==> src/rtl/hle_div_pkg.sv <==
`timescale 1ns/1ps
// Package: field geometry of the two configuration words and the decode
// rules shared by the divider core, the read-back path and the checker.
// Assumes six-bit time fields, where the value 64 is stored as zero.
package hle_div_pkg;

    localparam int unsigned FIELD_W   = 6;
    localparam int unsigned WORD_W    = 16;
    localparam int unsigned SPAN_W    = FIELD_W + 1;
    localparam int unsigned LO_LSB    = 0;
    localparam int unsigned HI_LSB    = FIELD_W;
    localparam int unsigned NOCNT_BIT = 6;
    localparam int unsigned EDGE_BIT  = 7;
    localparam int unsigned MAX_DIV   = 2 * (2 ** FIELD_W);

    // Low field: zero stands for the full span 2**FIELD_W.
    function automatic logic [SPAN_W-1:0] decode_low(input logic [FIELD_W-1:0] lo_f);
        return (lo_f == '0) ? SPAN_W'(2 ** FIELD_W) : {1'b0, lo_f};
    endfunction

    // High field: zero means the full span only when low is also zero.
    function automatic logic [SPAN_W-1:0] decode_high(input logic [FIELD_W-1:0] hi_f,
                                                      input logic [FIELD_W-1:0] lo_f);
        return (hi_f == '0 && lo_f == '0) ? SPAN_W'(2 ** FIELD_W) : {1'b0, hi_f};
    endfunction

endpackage

==> src/rtl/hle_encoder.sv <==
`timescale 1ns/1ps
// Module: hle_encoder
// Turns an integer divide value into the high/low/edge/bypass fields and
// packs them into the two configuration words. Purely combinational.
// Assumes DIV_W is wide enough to hold MAX_DIV.
module hle_encoder
    import hle_div_pkg::*;
#(
    parameter int unsigned DIV_W = FIELD_W + 2
) (
    input  logic [DIV_W-1:0]  div_in,
    output logic [WORD_W-1:0] word_a,
    output logic [WORD_W-1:0] word_b,
    output logic              accept
);

    logic [FIELD_W-1:0] hi_f;
    logic [FIELD_W-1:0] lo_f;

    // Field split: high is half the ratio, low adds the odd remainder.
    always_comb begin
        hi_f   = div_in[FIELD_W:1];
        lo_f   = hi_f + FIELD_W'(div_in[0]);
        accept = (div_in != '0) && (div_in <= DIV_W'(MAX_DIV));
    end

    // Word packing at the fixed field positions.
    always_comb begin
        word_a                      = '0;
        word_a[HI_LSB +: FIELD_W]   = hi_f;
        word_a[LO_LSB +: FIELD_W]   = lo_f;
        word_b                      = '0;
        word_b[EDGE_BIT]            = div_in[0];
        word_b[NOCNT_BIT]           = (div_in == DIV_W'(1));
    end

endmodule

==> src/rtl/hle_cfg_store.sv <==
`timescale 1ns/1ps
// Module: hle_cfg_store
// Holds the shadow configuration words written by software and the active
// field set used by the divider. The shadow moves to the active stage when
// the divider is idle or at the end of an output period.
// Assumes at_last is high for exactly one cycle per output period.
module hle_cfg_store
    import hle_div_pkg::*;
(
    input  logic               clk,
    input  logic               rst_n,
    input  logic               wr_ok,
    input  logic [WORD_W-1:0]  in_a,
    input  logic [WORD_W-1:0]  in_b,
    input  logic               at_last,
    output logic [WORD_W-1:0]  sh_a,
    output logic [WORD_W-1:0]  sh_b,
    output logic               sh_vld,
    output logic [FIELD_W-1:0] act_hi,
    output logic [FIELD_W-1:0] act_lo,
    output logic               act_edge,
    output logic               act_nc,
    output logic               act_vld,
    output logic [FIELD_W-1:0] nxt_hi,
    output logic [FIELD_W-1:0] nxt_lo,
    output logic               nxt_nc,
    output logic               nxt_vld,
    output logic               load
);

    logic pend;

    // Transfer condition: something new is waiting and the period is done.
    always_comb begin
        load = pend && (!act_vld || at_last);
    end

    // Fields that will be active after the coming edge.
    always_comb begin
        nxt_hi  = load ? sh_a[HI_LSB +: FIELD_W] : act_hi;
        nxt_lo  = load ? sh_a[LO_LSB +: FIELD_W] : act_lo;
        nxt_nc  = load ? sh_b[NOCNT_BIT]         : act_nc;
        nxt_vld = load | act_vld;
    end

    // Shadow capture and pending flag; a write on a load edge stays pending.
    always_ff @(posedge clk) begin
        if (!rst_n) begin
            sh_a   <= '0;
            sh_b   <= '0;
            sh_vld <= 1'b0;
            pend   <= 1'b0;
        end else begin
            if (wr_ok) begin
                sh_a   <= in_a;
                sh_b   <= in_b;
                sh_vld <= 1'b1;
            end
            pend <= wr_ok ? 1'b1 : (load ? 1'b0 : pend);
        end
    end

    // Active field set, updated only on a load.
    always_ff @(posedge clk) begin
        if (!rst_n) begin
            act_hi   <= '0;
            act_lo   <= '0;
            act_edge <= 1'b0;
            act_nc   <= 1'b0;
            act_vld  <= 1'b0;
        end else if (load) begin
            act_hi   <= sh_a[HI_LSB +: FIELD_W];
            act_lo   <= sh_a[LO_LSB +: FIELD_W];
            act_edge <= sh_b[EDGE_BIT];
            act_nc   <= sh_b[NOCNT_BIT];
            act_vld  <= 1'b1;
        end
    end

endmodule

==> src/rtl/hle_div_core.sv <==
`timescale 1ns/1ps
// Module: hle_div_core
// Counts input cycles against the active high and low times. A rising-edge
// flop gives the high phase, and a falling-edge copy stretches it by half a
// cycle for odd ratios. In bypass mode the input clock passes straight out.
// Assumes the high and low fields change only on load edges.
module hle_div_core
    import hle_div_pkg::*;
#(
    parameter int unsigned CNT_W = SPAN_W + 1
) (
    input  logic               clk,
    input  logic               rst_n,
    input  logic [FIELD_W-1:0] act_hi,
    input  logic [FIELD_W-1:0] act_lo,
    input  logic               act_edge,
    input  logic               act_nc,
    input  logic               act_vld,
    input  logic [FIELD_W-1:0] nxt_hi,
    input  logic [FIELD_W-1:0] nxt_lo,
    input  logic               nxt_nc,
    input  logic               nxt_vld,
    input  logic               load,
    output logic               at_last,
    output logic               clk_out
);

    logic [CNT_W-1:0] cnt;
    logic [CNT_W-1:0] nxt_cnt;
    logic [CNT_W-1:0] last_idx;
    logic [CNT_W-1:0] nxt_high;
    logic             q_pos;
    logic             q_neg;

    // Period end index from the decoded active times.
    always_comb begin
        last_idx = CNT_W'(decode_low(act_lo)) + CNT_W'(decode_high(act_hi, act_lo)) - CNT_W'(1);
        at_last  = act_vld && (cnt == last_idx);
        nxt_high = CNT_W'(decode_high(nxt_hi, nxt_lo));
    end

    // Next count: restart on a load or at the period end.
    always_comb begin
        if (load || !act_vld || at_last) begin
            nxt_cnt = '0;
        end else begin
            nxt_cnt = cnt + CNT_W'(1);
        end
    end

    // Rising-edge phase counter and high-phase flop.
    always_ff @(posedge clk) begin
        if (!rst_n) begin
            cnt   <= '0;
            q_pos <= 1'b0;
        end else begin
            cnt   <= nxt_cnt;
            q_pos <= nxt_vld && !nxt_nc && (nxt_cnt < nxt_high);
        end
    end

    // Falling-edge copy of the high phase for the half-cycle stretch.
    always_ff @(negedge clk) begin
        if (!rst_n) begin
            q_neg <= 1'b0;
        end else begin
            q_neg <= q_pos;
        end
    end

    // Output select: bypass passes the clock, else the stretched phase.
    always_comb begin
        if (act_vld && act_nc) begin
            clk_out = clk;
        end else begin
            clk_out = q_pos | (act_edge & q_neg);
        end
    end

endmodule

==> src/rtl/hle_readback.sv <==
`timescale 1ns/1ps
// Module: hle_readback
// Rebuilds the divide value from the low and high fields of word A.
// Returns zero until a configuration has been accepted.
module hle_readback
    import hle_div_pkg::*;
#(
    parameter int unsigned DIV_W = FIELD_W + 2
) (
    input  logic [FIELD_W-1:0] hi_f,
    input  logic [FIELD_W-1:0] lo_f,
    input  logic               vld,
    output logic [DIV_W-1:0]   div_out
);

    // Sum of decoded fields, gated by validity.
    always_comb begin
        if (vld) begin
            div_out = DIV_W'(decode_low(lo_f)) + DIV_W'(decode_high(hi_f, lo_f));
        end else begin
            div_out = '0;
        end
    end

endmodule

==> src/rtl/hle_clk_divider.sv <==
`timescale 1ns/1ps
// Module: hle_clk_divider (top)
// Programmable high/low/edge clock divider. It has an encoder, a shadow and
// active configuration store, the divider core and the read-back path.
// Assumes cfg_wr and cfg_div are synchronous to clk.
module hle_clk_divider
    import hle_div_pkg::*;
#(
    parameter int unsigned DIV_W = FIELD_W + 2
) (
    input  logic              clk,
    input  logic              rst_n,
    input  logic              cfg_wr,
    input  logic [DIV_W-1:0]  cfg_div,
    output logic [WORD_W-1:0] div_word_a,
    output logic [WORD_W-1:0] div_word_b,
    output logic [DIV_W-1:0]  rd_div,
    output logic              clk_out
);

    localparam int unsigned CNT_W = SPAN_W + 1;

    logic [WORD_W-1:0]  enc_a;
    logic [WORD_W-1:0]  enc_b;
    logic               enc_ok;
    logic               wr_ok;
    logic               sh_vld;
    logic [FIELD_W-1:0] act_hi;
    logic [FIELD_W-1:0] act_lo;
    logic               act_edge;
    logic               act_nc;
    logic               act_vld;
    logic [FIELD_W-1:0] nxt_hi;
    logic [FIELD_W-1:0] nxt_lo;
    logic               nxt_nc;
    logic               nxt_vld;
    logic               load;
    logic               at_last;

    // Write qualification: strobe and legal range.
    always_comb begin
        wr_ok = cfg_wr && enc_ok;
    end

    hle_encoder #(.DIV_W(DIV_W)) u_enc (
        .div_in (cfg_div),
        .word_a (enc_a),
        .word_b (enc_b),
        .accept (enc_ok)
    );

    hle_cfg_store u_store (
        .clk      (clk),
        .rst_n    (rst_n),
        .wr_ok    (wr_ok),
        .in_a     (enc_a),
        .in_b     (enc_b),
        .at_last  (at_last),
        .sh_a     (div_word_a),
        .sh_b     (div_word_b),
        .sh_vld   (sh_vld),
        .act_hi   (act_hi),
        .act_lo   (act_lo),
        .act_edge (act_edge),
        .act_nc   (act_nc),
        .act_vld  (act_vld),
        .nxt_hi   (nxt_hi),
        .nxt_lo   (nxt_lo),
        .nxt_nc   (nxt_nc),
        .nxt_vld  (nxt_vld),
        .load     (load)
    );

    hle_div_core #(.CNT_W(CNT_W)) u_core (
        .clk      (clk),
        .rst_n    (rst_n),
        .act_hi   (act_hi),
        .act_lo   (act_lo),
        .act_edge (act_edge),
        .act_nc   (act_nc),
        .act_vld  (act_vld),
        .nxt_hi   (nxt_hi),
        .nxt_lo   (nxt_lo),
        .nxt_nc   (nxt_nc),
        .nxt_vld  (nxt_vld),
        .load     (load),
        .at_last  (at_last),
        .clk_out  (clk_out)
    );

    hle_readback #(.DIV_W(DIV_W)) u_rb (
        .hi_f    (div_word_a[HI_LSB +: FIELD_W]),
        .lo_f    (div_word_a[LO_LSB +: FIELD_W]),
        .vld     (sh_vld),
        .div_out (rd_div)
    );

endmodule

==> config.mk <==
export PLATFORM = sky130hd
export DESIGN_NAME = hle_clk_divider
export DESIGN_NICKNAME = d
export VERILOG_FILES = /design/src/rtl/hle_div_pkg.sv /design/src/rtl/hle_encoder.sv /design/src/rtl/hle_cfg_store.sv /design/src/rtl/hle_div_core.sv /design/src/rtl/hle_readback.sv /design/src/rtl/hle_clk_divider.sv
export SDC_FILE = /design/constraint.sdc
export NUM_CORES = 1
export LEC_CHECK = 0
export ABC_AREA = 1
export BUFFER_PORTS_ARGS = -buffer_cell sky130_fd_sc_hd__buf_2
export CAP_MARGIN = 25
export CORE_MARGIN = 2
export CORE_UTILIZATION = 42
export DETAILED_ROUTE_END_ITERATION = 10
export PLACE_DENSITY = 0.64
export SLEW_MARGIN = 20
export SYNTH_ARGS = -nofsm -noshare
export SYNTH_HDL_FRONTEND = slang
export SYNTH_SLANG_ARGS = --single-unit
==> constraint.sdc <==
create_clock -name clk -period 4.4 [get_ports clk]
set_clock_uncertainty 0.05 [all_clocks]
set_input_delay 0.22 -clock clk [delete_from_list [all_inputs] [get_ports clk]]
set_output_delay 0.22 -clock clk [all_outputs]
set_load 0.01 [all_outputs]
Word-level counts from Yosys, hierarchy flattened --
Index checks and enable logic that the tools add are counted.
Operators by class: equality and inequality tests 2, $lt $le $gt $ge 2, add/sub/neg operators 5, reduce and logical (&&, ||, !) cells 23, multiplexer cells 13, bitwise logic cells 3
Operator list (count):
- zero test 6 bit | 6
- two-way mux 7 bit | 5
- adder 7 x 7 -> 8 bit | 2
- two-way mux 8 bit | 2
- two-way mux 6 bit | 2
- logical AND 1 bit | 10
- adder 8 x 1 -> 8 bit (second input constant) | 1
- equality test 8 x 1 -> 1 bit (second input constant) | 1
- equality test 8 bit | 1
- less-or-equal comparator 8 bit (second input constant) | 1
- < comparator 8 x 7 -> 1 bit | 1
- nonzero test 8 bit | 1
- subtractor 8 x 1 -> 8 bit (second input constant) | 1
- adder 6 x 1 -> 6 bit | 1
- two-way mux 1 bit | 4
- logical OR 1 bit | 3
- zero test 1 bit | 2
- OR 1 bit | 2
- nonzero test 2 bit | 1
- bitwise AND 1 bit | 1
Storage, ports and cells: bits in registers 41, logic and storage cells 60

Depth between registers and ports, before layout --
Gate-level depths: netlist of run 1.
depth after elaboration 15, mapped depth 28, gate-level depth less buffers 27

Modules after synthesis --
From an unflattened synthesis of run 1, not the netlist that was laid out.
Unflattened totals: cell total of the unflattened synthesis 615, area, all modules 4061.4 um^2
By module, submodules not included:
- hle_cfg_store | instances 1, sequential area each 980.9 um^2, cells each 255, area each 1899.3 um^2
- hle_div_core | instances 1, sequential area each 200.2 um^2, cells each 225, area each 1382.6 um^2
- hle_readback | instances 1, sequential area each 0.0 um^2, cells each 74, area each 396.6 um^2
- hle_encoder | instances 1, sequential area each 0.0 um^2, cells each 59, area each 375.4 um^2
- hle_clk_divider | instances 1, sequential area each 0.0 um^2, cells each 2, area each 7.5 um^2

==> results.py, run 1 <==
metrics = {
    "outcome": {
        "status": "finished, final reports clean",
    },
    "setup_path": {
        "r2r-start": "u_store.act_lo[1]",
        "cp-start-kind": "flip-flop",
        "worst_ep_required_time_ps": 4660,
        "reg2reg_slack_ps": 490,
        "r2r-end": "u_core.q_pos",
        "crit_type": "reg2reg",
        "crit_start": "u_store.act_lo[1]",
        "crit_arrival_ps": 4180,
        "endpoint_kind": "flip-flop",
        "reg2reg_depth": 25,
        "path_max_fanout": 25,
    },
    "synthesis": {
        "synth_seq_area_share": 0.278,
        "yosys_register_bits": 41,
        "netlist-cell-type-count": 32,
        "synth.avg_cell_area_um2": 6.61,
        "synth_top_area_frac": 0.278,
        "yosysWarnings": 0,
        "async_flop_share": 0,
        "synthTopCellsByArea": "dfxtp_1, ha_1, nand2_1",
        "synthFlopType": "dfxtp_1",
        "syn_area_mm2": 0.00295,
        "synth_edf_count": 0,
        "syn-instance-count": 446,
        "synth.top_cells.by_count": "nand2_1, inv_1, nor2_1, dfxtp_1, ha_1",
        "yosys.area.top_type": "dfxtp_1",
        "yosysMostFrequentCell": "nand2_1",
    },
    "drt": {
        "wl_per_cell_um": 11.8,
        "drt_iter0_markers": 107,
        "drcViolationCount": 0,
        "vias": 2693,
        "vias_per_cell": 4.76,
        "first_pass_iters": 4,
        "ant_nets": 0,
        "wirelength_um": 6660,
    },
    "final_layout": {
        "synthToLayoutAreaGrowth_pct": 9.33,
        "multi_input_area_mm2": 0.00170,
        "final_layout_size_suffix_gt1_frac": 0.117,
        "antenna_cells": 0,
        "fin_nets": 511,
        "post-route-util": 0.475,
        "fillers": 700,
        "seq_area_um2": 821,
    },
    "floorplan": {
        "die_area_mm2": 0.00771,
        "initial_core_util": 0.434,
        "die_x_um": 87.8,
        "core_mm2": 0.00679,
        "ioPinCount": 52,
        "rows": 30,
        "chipHeight_um": 87.8,
    },
    "power_and_ir_drop": {
        "p_leak_nw": 1.70,
        "ir_drop_mv": 0.165,
        "power.density_mw_per_mm2": 314,
    },
    "clock_network": {
        "cts.clk_slew.worst_paths_ps": 70,
        "clkLatencyLatePin_ps": 390,
        "cts_hold_buffers": 0,
        "cts_setup_buffers": 0,
        "post_cts_resized": 0,
        "cts_tree": "built",
    },
    "placed_design": {
        "place_congestion": 0.847,
        "portBuffers": 33,
        "hpwl_um": 5350,
    },
    "grt": {
        "grt_pass1_wl_um": 11200,
        "grt_antenna_before_repair": 0,
        "grtUsageTotal": 0.182,
        "grt_pass1_vias": 2590,
        "overflow": 0,
        "grt_max_degree": 26,
    },
    "sta": {
        "tns_ps": 0,
        "fmax_mhz": 256,
        "setup_viol": 0,
        "finalMaxSlewViolations": 0,
        "rsz0062_at_grt": "false",
        "hold_violations": 0,
        "period_share": 0.889,
        "min_period_ps": 3910,
    },
    "worst_hold_path": {
        "holdPathStages": 3,
        "min_to": "u_store.sh_b[7]",
        "hold_start": "cfg_div[0]",
        "hold_class": "in2reg",
    },
    "run": {
        "max-cap-violations": 0,
    },
}
[metrics by stage]
| stage | hold WS, ps | cell area [µm²] | total power [W] | std cells | setup slack [ps] |
|---|---|---|---|---|---|
| 6_report | 72.6 | 3220 | 0.00101 | 566 | 486 |
| 3_3_place_gp | 405 | 3080 | 0.000708 | 555 | 499 |
| 3_5_place_dp | 405 | 3080 | 0.000713 | 555 | 400 |
| 5_1_grt | 92.0 | 3220 | 0.00109 | 566 | 9.98 |
| 2_1_floorplan | 308 | 3010 | 0.000653 | 463 | 917 |
| 4_1_cts | 73.8 | 3200 | 0.00102 | 566 | 365 |
[cells in the final DEF, fill, tap and decap left out, drive strengths merged, types with 18 or more instances in the layout]
master,netlist,final
nand2,86,86
inv,76,76
nor2,53,53
dfxtp,41,41
buf,21,34
ha,29,29
o21ai,29,29
a21oi,27,27
nand3,19,19
conb,1,18
[metal layers]
| metal | share of wire | track usage |
|---|---|---|
| met1 | 0.47 | 0.227 |
| met3 | 0.032 | 0.0424 |
| met2 | 0.49 | 0.315 |
| met4 | 0.0048 | 0.0503 |
| met5 | 0 | 0 |
[kinds of logic (layout without fill, tap and decap cells)]
family / count (synthesis) / after routing / synth area share
simple gates: 189 / 189 / 0.277
compound gates: 61 / 61 / 0.108
other cells: 1 / 18 / 0.00127
fa+ha+maj: 31 / 31 / 0.137
mux: 1 / 1 / 0.00339
xor+xnor: 7 / 7 / 0.0208
flops: 41 / 41 / 0.278
buf+inv: 115 / 122 / 0.174
[cell type report]
class                   instances  area share
clock buffers                  10      0.0369
well taps                      96      0.0373
multi-input cells             307       0.527
inverters                      76      0.0885
clock inverters                 3     0.00427
repair buffers                 33      0.0520
flip-flops and latches         41       0.255
[sequential cells by signal, summed over array words and instances, names as in the netlist, 2 cells and up]
name / count
u_core.cnt: 8
u_store.act_hi: 6
u_store.act_lo: 6
u_store.sh_a: 12
u_store.sh_b: 2
[worst max-delay path by stage]
stage / endpoint / slack [ps]
detailed placement: u_core.q_pos / 400
finish: u_core.q_pos / 490
global placement: u_core.q_pos / 500
CTS: u_core.q_pos / 370
global route: u_core.q_pos / 10
floorplan: u_core.q_pos / 920
[worst max-delay path: stages (launching register included)]
cell	delay, ps
dfxtp_1	330
inv_1	60
ha_1	270
inv_1	60
ha_1	180
inv_1	60
fa_1	450
inv_1	70
nand2_1	40
nand2_1	50
nand2_1	50
nor2_1	80
nand2_1	50
nor2_1	130
nand4_2	150
nand2_4	210
nand2_8	160
o21ai_1	200
nand4_1	130
nor2_1	150
nand2_1	70
ha_1	300
a21oi_1	160
nand3_1	80
nand3b_1	150
a21oi_1	130
[where the power goes]
group | switching [W] | total (W) | internal [W]
registers | 0.0000191 | 0.000409 | 0.000390
logic | 0.000188 | 0.000295 | 0.000107
clock network | 0.000139 | 0.000308 | 0.000169
Note: power is estimated with default switching activity, not from simulation.
==> run 2, diff against run 1 <==
--- a/config.mk
+++ b/config.mk
@@ -13,5 +13,4 @@
 export DETAILED_ROUTE_END_ITERATION = 10
 export PLACE_DENSITY = 0.64
-export SLEW_MARGIN = 20
 export SYNTH_ARGS = -nofsm -noshare
 export SYNTH_HDL_FRONTEND = slang
==> constraint.sdc (replaced) <==
create_clock -name clk -period 4.4 [get_ports clk]
set_clock_uncertainty 0.05 [all_clocks]
set_input_delay 0.88 -clock clk [delete_from_list [all_inputs] [get_ports clk]]
set_output_delay 0.88 -clock clk [all_outputs]
set_load 0.01 [all_outputs]
==> run 2 against run 1 <==
  * Power is 1.0% higher
  * First-iteration DRC count is 1.9% lower
  * Flip-flop and latch count stayed put
  * Non-clock buffer count stayed put
  * Die area stayed put
  * Register-to-register slack worse by 110 ps
  * Largest power group unchanged
  * Critical endpoint is now clk_out
  * Cell count stayed put
  * Hold slack better by 370 ps
  * Highest routed layer unchanged
==> results.py, run 2 (synthesized netlist as in run 1, its figures left out) <==
metrics = {
    "power_and_ir_drop": {
        "p_leak_nw": 1.70,
        "ir_drop_mv": 0.160,
        "power.density_mw_per_mm2": 318,
    },
    "final_layout": {
        "reg.largest.list": "u_store.sh_a (12), u_core.cnt (8)",
        "seq_area_um2": 821,
        "final_area_mm2": 0.00321,
        "multi_input_area_mm2": 0.00168,
        "regMostFlops": "u_store.sh_a",
        "final_layout_size_suffix_gt1_frac": 0.111,
        "most-common-layout-cells": "nand2_1, inv_1, nor2_1",
        "fin_nets": 511,
        "layout_commonest_cell": "nand2_1",
        "largest_reg_flops": 12,
        "fillers": 735,
        "synthToLayoutAreaGrowth_pct": 8.95,
        "antenna_cells": 0,
    },
    "placed_design": {
        "hpwl_um": 5380,
        "portBuffers": 33,
        "placed_cell_area_mm2": 0.00308,
        "place_congestion": 0.869,
    },
    "outcome": {
        "status": "finished, final reports clean",
    },
    "sta": {
        "setup_viol": 0,
        "rsz0062_at_grt": "false",
        "tns_ps": 0,
        "finalMaxSlewViolations": 0,
        "hold_violations": 0,
    },
    "drt": {
        "drt_iter0_markers": 105,
        "wl_per_cell_um": 11.7,
        "ant_nets": 0,
        "vias": 2679,
        "drcViolationCount": 0,
        "wirelength_um": 6620,
        "first_pass_iters": 4,
        "vias_per_cell": 4.73,
    },
    "grt": {
        "grt_pass1_vias": 2604,
        "grt_antenna_before_repair": 0,
        "grtUsageTotal": 0.186,
        "grt_max_degree": 26,
        "grt_pass1_wl_um": 11200,
        "overflow": 0,
    },
    "floorplan": {
        "die_x_um": 87.8,
        "ioPinCount": 52,
        "die_area_mm2": 0.00771,
        "rows": 30,
        "initial_core_util": 0.434,
        "core_mm2": 0.00679,
        "chipHeight_um": 87.8,
    },
    "setup_path": {
        "path_max_fanout": 1,
        "critPathBufInv": 1,
        "worstPathCellList": "a21oi_1 > a21oi_1 > buf_2",
        "max_stage_delay_ps": 290,
        "reg2reg_depth": 25,
        "cp-start-kind": "flip-flop",
        "worst_ep_required_time_ps": 3470,
        "crit_type": "reg2out",
        "crit_arrival_ps": 3300,
        "r2r-end": "u_core.q_pos",
        "path_common_cell": "a21oi_1",
        "cp.depth": 3,
        "setup.worst_path.end": "clk_out",
        "slowest_stage": "dfxtp_1",
        "r2r-start": "u_store.act_hi[1]",
        "critPathTopFamily": "flip-flops",
        "reg2reg_slack_ps": 380,
        "crit_start": "u_core.q_neg",
        "endpoint_kind": "primary output",
    },
    "clock_network": {
        "cts.clk_slew.worst_paths_ps": 70,
        "clkLatencyLatePin_ps": 400,
        "post_cts_resized": 0,
        "cts_tree": "built",
        "cts_setup_buffers": 0,
        "cts_hold_buffers": 0,
    },
    "run": {
        "max-cap-violations": 0,
    },
    "worst_hold_path": {
        "hold_class": "reg2reg",
    },
}
-- run 2: cell count changes in the layout (fill, tap and decap cells not counted) --
cell	before	now
clkbuf_1	1	0
clkbuf_8	8	9
clkinv_1	1	2
clkinvlp_2	1	0
nand2_4	1	2
nand2_8	1	0
o21ai_0	19	21
o21ai_1	7	8
o21ai_2	3	0
-- run 2: how the worst min path moves through the flow --
stage,slack [ps],end,startpoint,cells after the start
finish,440,u_store.act_edge,u_store.act_edge,2
floorplan,400,u_store.act_edge,u_store.act_edge,2
CTS,450,u_store.act_edge,u_store.act_edge,2
detailed placement,430,u_store.act_edge,u_store.act_edge,2
global route,470,u_store.act_edge,u_store.act_edge,2
global placement,430,u_store.act_edge,u_store.act_edge,2
-- run 2: through the flow --
stage / std cells / setup WS, ps / power (W) / hold slack [ps] / utilization
CTS: 566 / 169 / 0.00104 / 447 / 0.473
global route: 566 / 14.5 / 0.00110 / 473 / 0.473
global placement: 555 / 531 / 0.000710 / 433 / 0.453
finish: 566 / 172 / 0.00102 / 442 / 0.473
detailed placement: 555 / 408 / 0.000713 / 429 / 0.453
floorplan: 463 / 720 / 0.000653 / 402 / -
-- run 2: cell type report --
class                      instances  area share
sequential                        41       0.255
multi-input combinational        307       0.522
inverter                          76      0.0888
clock buffer                      10      0.0401
tap                               96      0.0374
timing repair buffer              33      0.0522
clock inverter                     3     0.00389
-- run 2: routing by layer --
metal	wire length [µm]	GRT usage	vias to the layer above
li1	-	-	1420
met3	247	0.0368	9
met1	2970	0.225	1196
met2	3290	0.321	54
met4	102	0.0811	0
met5	0	0	-
-- run 2: tightest hold or removal path: cells and delay by family (launching register included) --
family           cells  cell delay [ps]
flip-flops           1              340
AND/OR/NAND/NOR      1               80
AO/OA/AOI/OAI        1               40
-- run 2: report_power, final --
part	switching (W)	internal, W	total, W
clock network	0.000138	0.000184	0.000322
logic	0.000185	0.000106	0.000291
registers	0.0000184	0.000390	0.000408
total	0.000342	0.000680	0.00102
==> run 3, diff against run 2 <==
Settings changed: CAP_MARGIN 25 to default.
Clock period 4.4 ns to 5.1 ns, I/O delays scaled along.
==> run 3 against run 2 <==
  * Core utilization shrank 0.28 points
  * Largest cell class unchanged
  * Cell count shrank 0.18%
  * Combinational power shrank 14%
  * Die area is the same
  * Critical path type unchanged
==> results.py, run 3 (synthesized netlist as in run 1, its figures left out) <==
metrics = {
    "placed_design": {
        "place_congestion": 0.864,
        "portBuffers": 33,
        "hpwl_um": 5170,
        "placed_cell_area_mm2": 0.00307,
        "dp.cells": 554,
    },
    "grt": {
        "grt_pass1_vias": 2489,
        "busiest_layer": "met2",
        "overflow": 0,
        "grt_util_met2": 0.306,
        "use_met1": 0.221,
        "met3_usage": 0.0462,
        "grt_antenna_before_repair": 0,
        "grt_pass1_wl_um": 11100,
        "grt_max_degree": 26,
        "grtUsageTotal": 0.183,
    },
    "final_layout": {
        "layout_commonest_cell": "nand2_1",
        "post-route-util": 0.470,
        "regMostFlops": "u_store.sh_a",
        "reg.largest.list": "u_store.sh_a (12), u_core.cnt (8)",
        "fillers": 703,
        "seq_area_um2": 821,
        "most-common-layout-cells": "nand2_1, inv_1, nor2_1",
        "largest_reg_flops": 12,
        "final_cells": 565,
        "fin_nets": 510,
        "synthToLayoutAreaGrowth_pct": 8.32,
        "final_area_mm2": 0.00319,
        "multi_input_area_mm2": 0.00168,
        "antenna_cells": 0,
        "final_layout_size_suffix_gt1_frac": 0.104,
    },
    "setup_path": {
        "crit_start": "u_core.q_neg",
        "reg2reg_slack_ps": 960,
        "path_common_cell": "a21oi_1",
        "cp-start-kind": "flip-flop",
        "slowest_stage": "dfxtp_1",
        "crit_type": "reg2out",
        "endpoint_kind": "primary output",
        "worst_ep_required_time_ps": 4030,
        "worstPathCellList": "a21oi_1 > a21oi_1 > buf_2",
        "path_max_fanout": 1,
        "setup.worst_path.end": "clk_out",
        "r2r-end": "u_core.q_pos",
        "max_stage_delay_ps": 290,
        "crit_arrival_ps": 3640,
        "r2r-start": "u_store.act_hi[1]",
        "reg2reg_depth": 25,
    },
    "drt": {
        "first_pass_iters": 4,
        "ant_nets": 0,
        "drt_iter0_markers": 148,
        "vias": 2657,
        "vias_per_cell": 4.70,
        "wirelength_um": 6440,
        "wl_per_cell_um": 11.4,
        "drcViolationCount": 0,
    },
    "worst_hold_path": {
        "hold_class": "reg2reg",
    },
    "sta": {
        "whs_ps": 442,
        "hold_violations": 0,
        "finalMaxSlewViolations": 0,
        "tns_ps": 0,
        "rsz0062_at_grt": "false",
        "setup_viol": 0,
    },
    "power_and_ir_drop": {
        "ir_drop_mv": 0.143,
        "power.density_mw_per_mm2": 272,
        "p_leak_nw": 1.69,
    },
    "clock_network": {
        "cts.clk_slew.worst_paths_ps": 70,
        "cts_tree": "built",
        "clkLatencyLatePin_ps": 400,
        "cts_setup_buffers": 0,
        "cts_hold_buffers": 0,
        "post_cts_resized": 0,
    },
    "floorplan": {
        "initial_core_util": 0.434,
        "ioPinCount": 52,
        "die_area_mm2": 0.00771,
        "chipHeight_um": 87.8,
        "die_x_um": 87.8,
        "core_mm2": 0.00679,
        "rows": 30,
    },
    "run": {
        "max-cap-violations": 0,
    },
    "outcome": {
        "status": "finished, final reports clean",
    },
}
[run 3: cell count changes in the layout (fill, tap and decap cells not counted), sizes merged]
cell / delta
buf: -1
clkinv: -2
clkbuf: +2
[run 3: how the worst min path moves through the flow]
| stage | start | endpoint | slack (ps) | cells past startpoint |
|---|---|---|---|---|
| final | u_store.act_edge | u_store.act_edge | 440 | 2 |
| after global placement | u_store.act_edge | u_store.act_edge | 420 | 2 |
| after detailed placement | u_store.act_edge | u_store.act_edge | 430 | 2 |
| after CTS | u_store.act_edge | u_store.act_edge | 450 | 2 |
| after floorplan | u_store.act_edge | u_store.act_edge | 400 | 2 |
| after global routing | u_store.act_edge | u_store.act_edge | 490 | 2 |
[run 3: area by class of cell]
| type | count | area share |
|---|---|---|
| well taps | 96 | 0.0376 |
| inverters | 76 | 0.0893 |
| flip-flops and latches | 41 | 0.257 |
| clock buffers | 12 | 0.0396 |
| multi-input cells | 307 | 0.525 |
| clock inverters | 1 | 0.00118 |
| repair buffers | 32 | 0.0501 |
[run 3: per-layer routing]
layer  part of all wire  wire, µm
met1               0.46      2950
met5                  0         0
met3              0.040       260
met2               0.48      3070
met4              0.024       156
[run 3: metrics by stage]
step / total power (W) / setup slack, ps
after CTS: 0.000877 / 360
after floorplan: 0.000563 / 930
after global routing: 0.000938 / 330
after global placement: 0.000609 / 877
after detailed placement: 0.000615 / 875
final: 0.000870 / 392
[run 3: report_power, final]
part           switching (W)  internal, W
clock network       0.000119     0.000149
registers          0.0000154     0.000336
logic               0.000160    0.0000909
[run 3: worst max-delay path, delay by kind of cell, from the launching register on]
family | cells | cell delay [ps]
flops | 1 | 290
compound gates | 2 | 200
buf+inv | 1 | 140
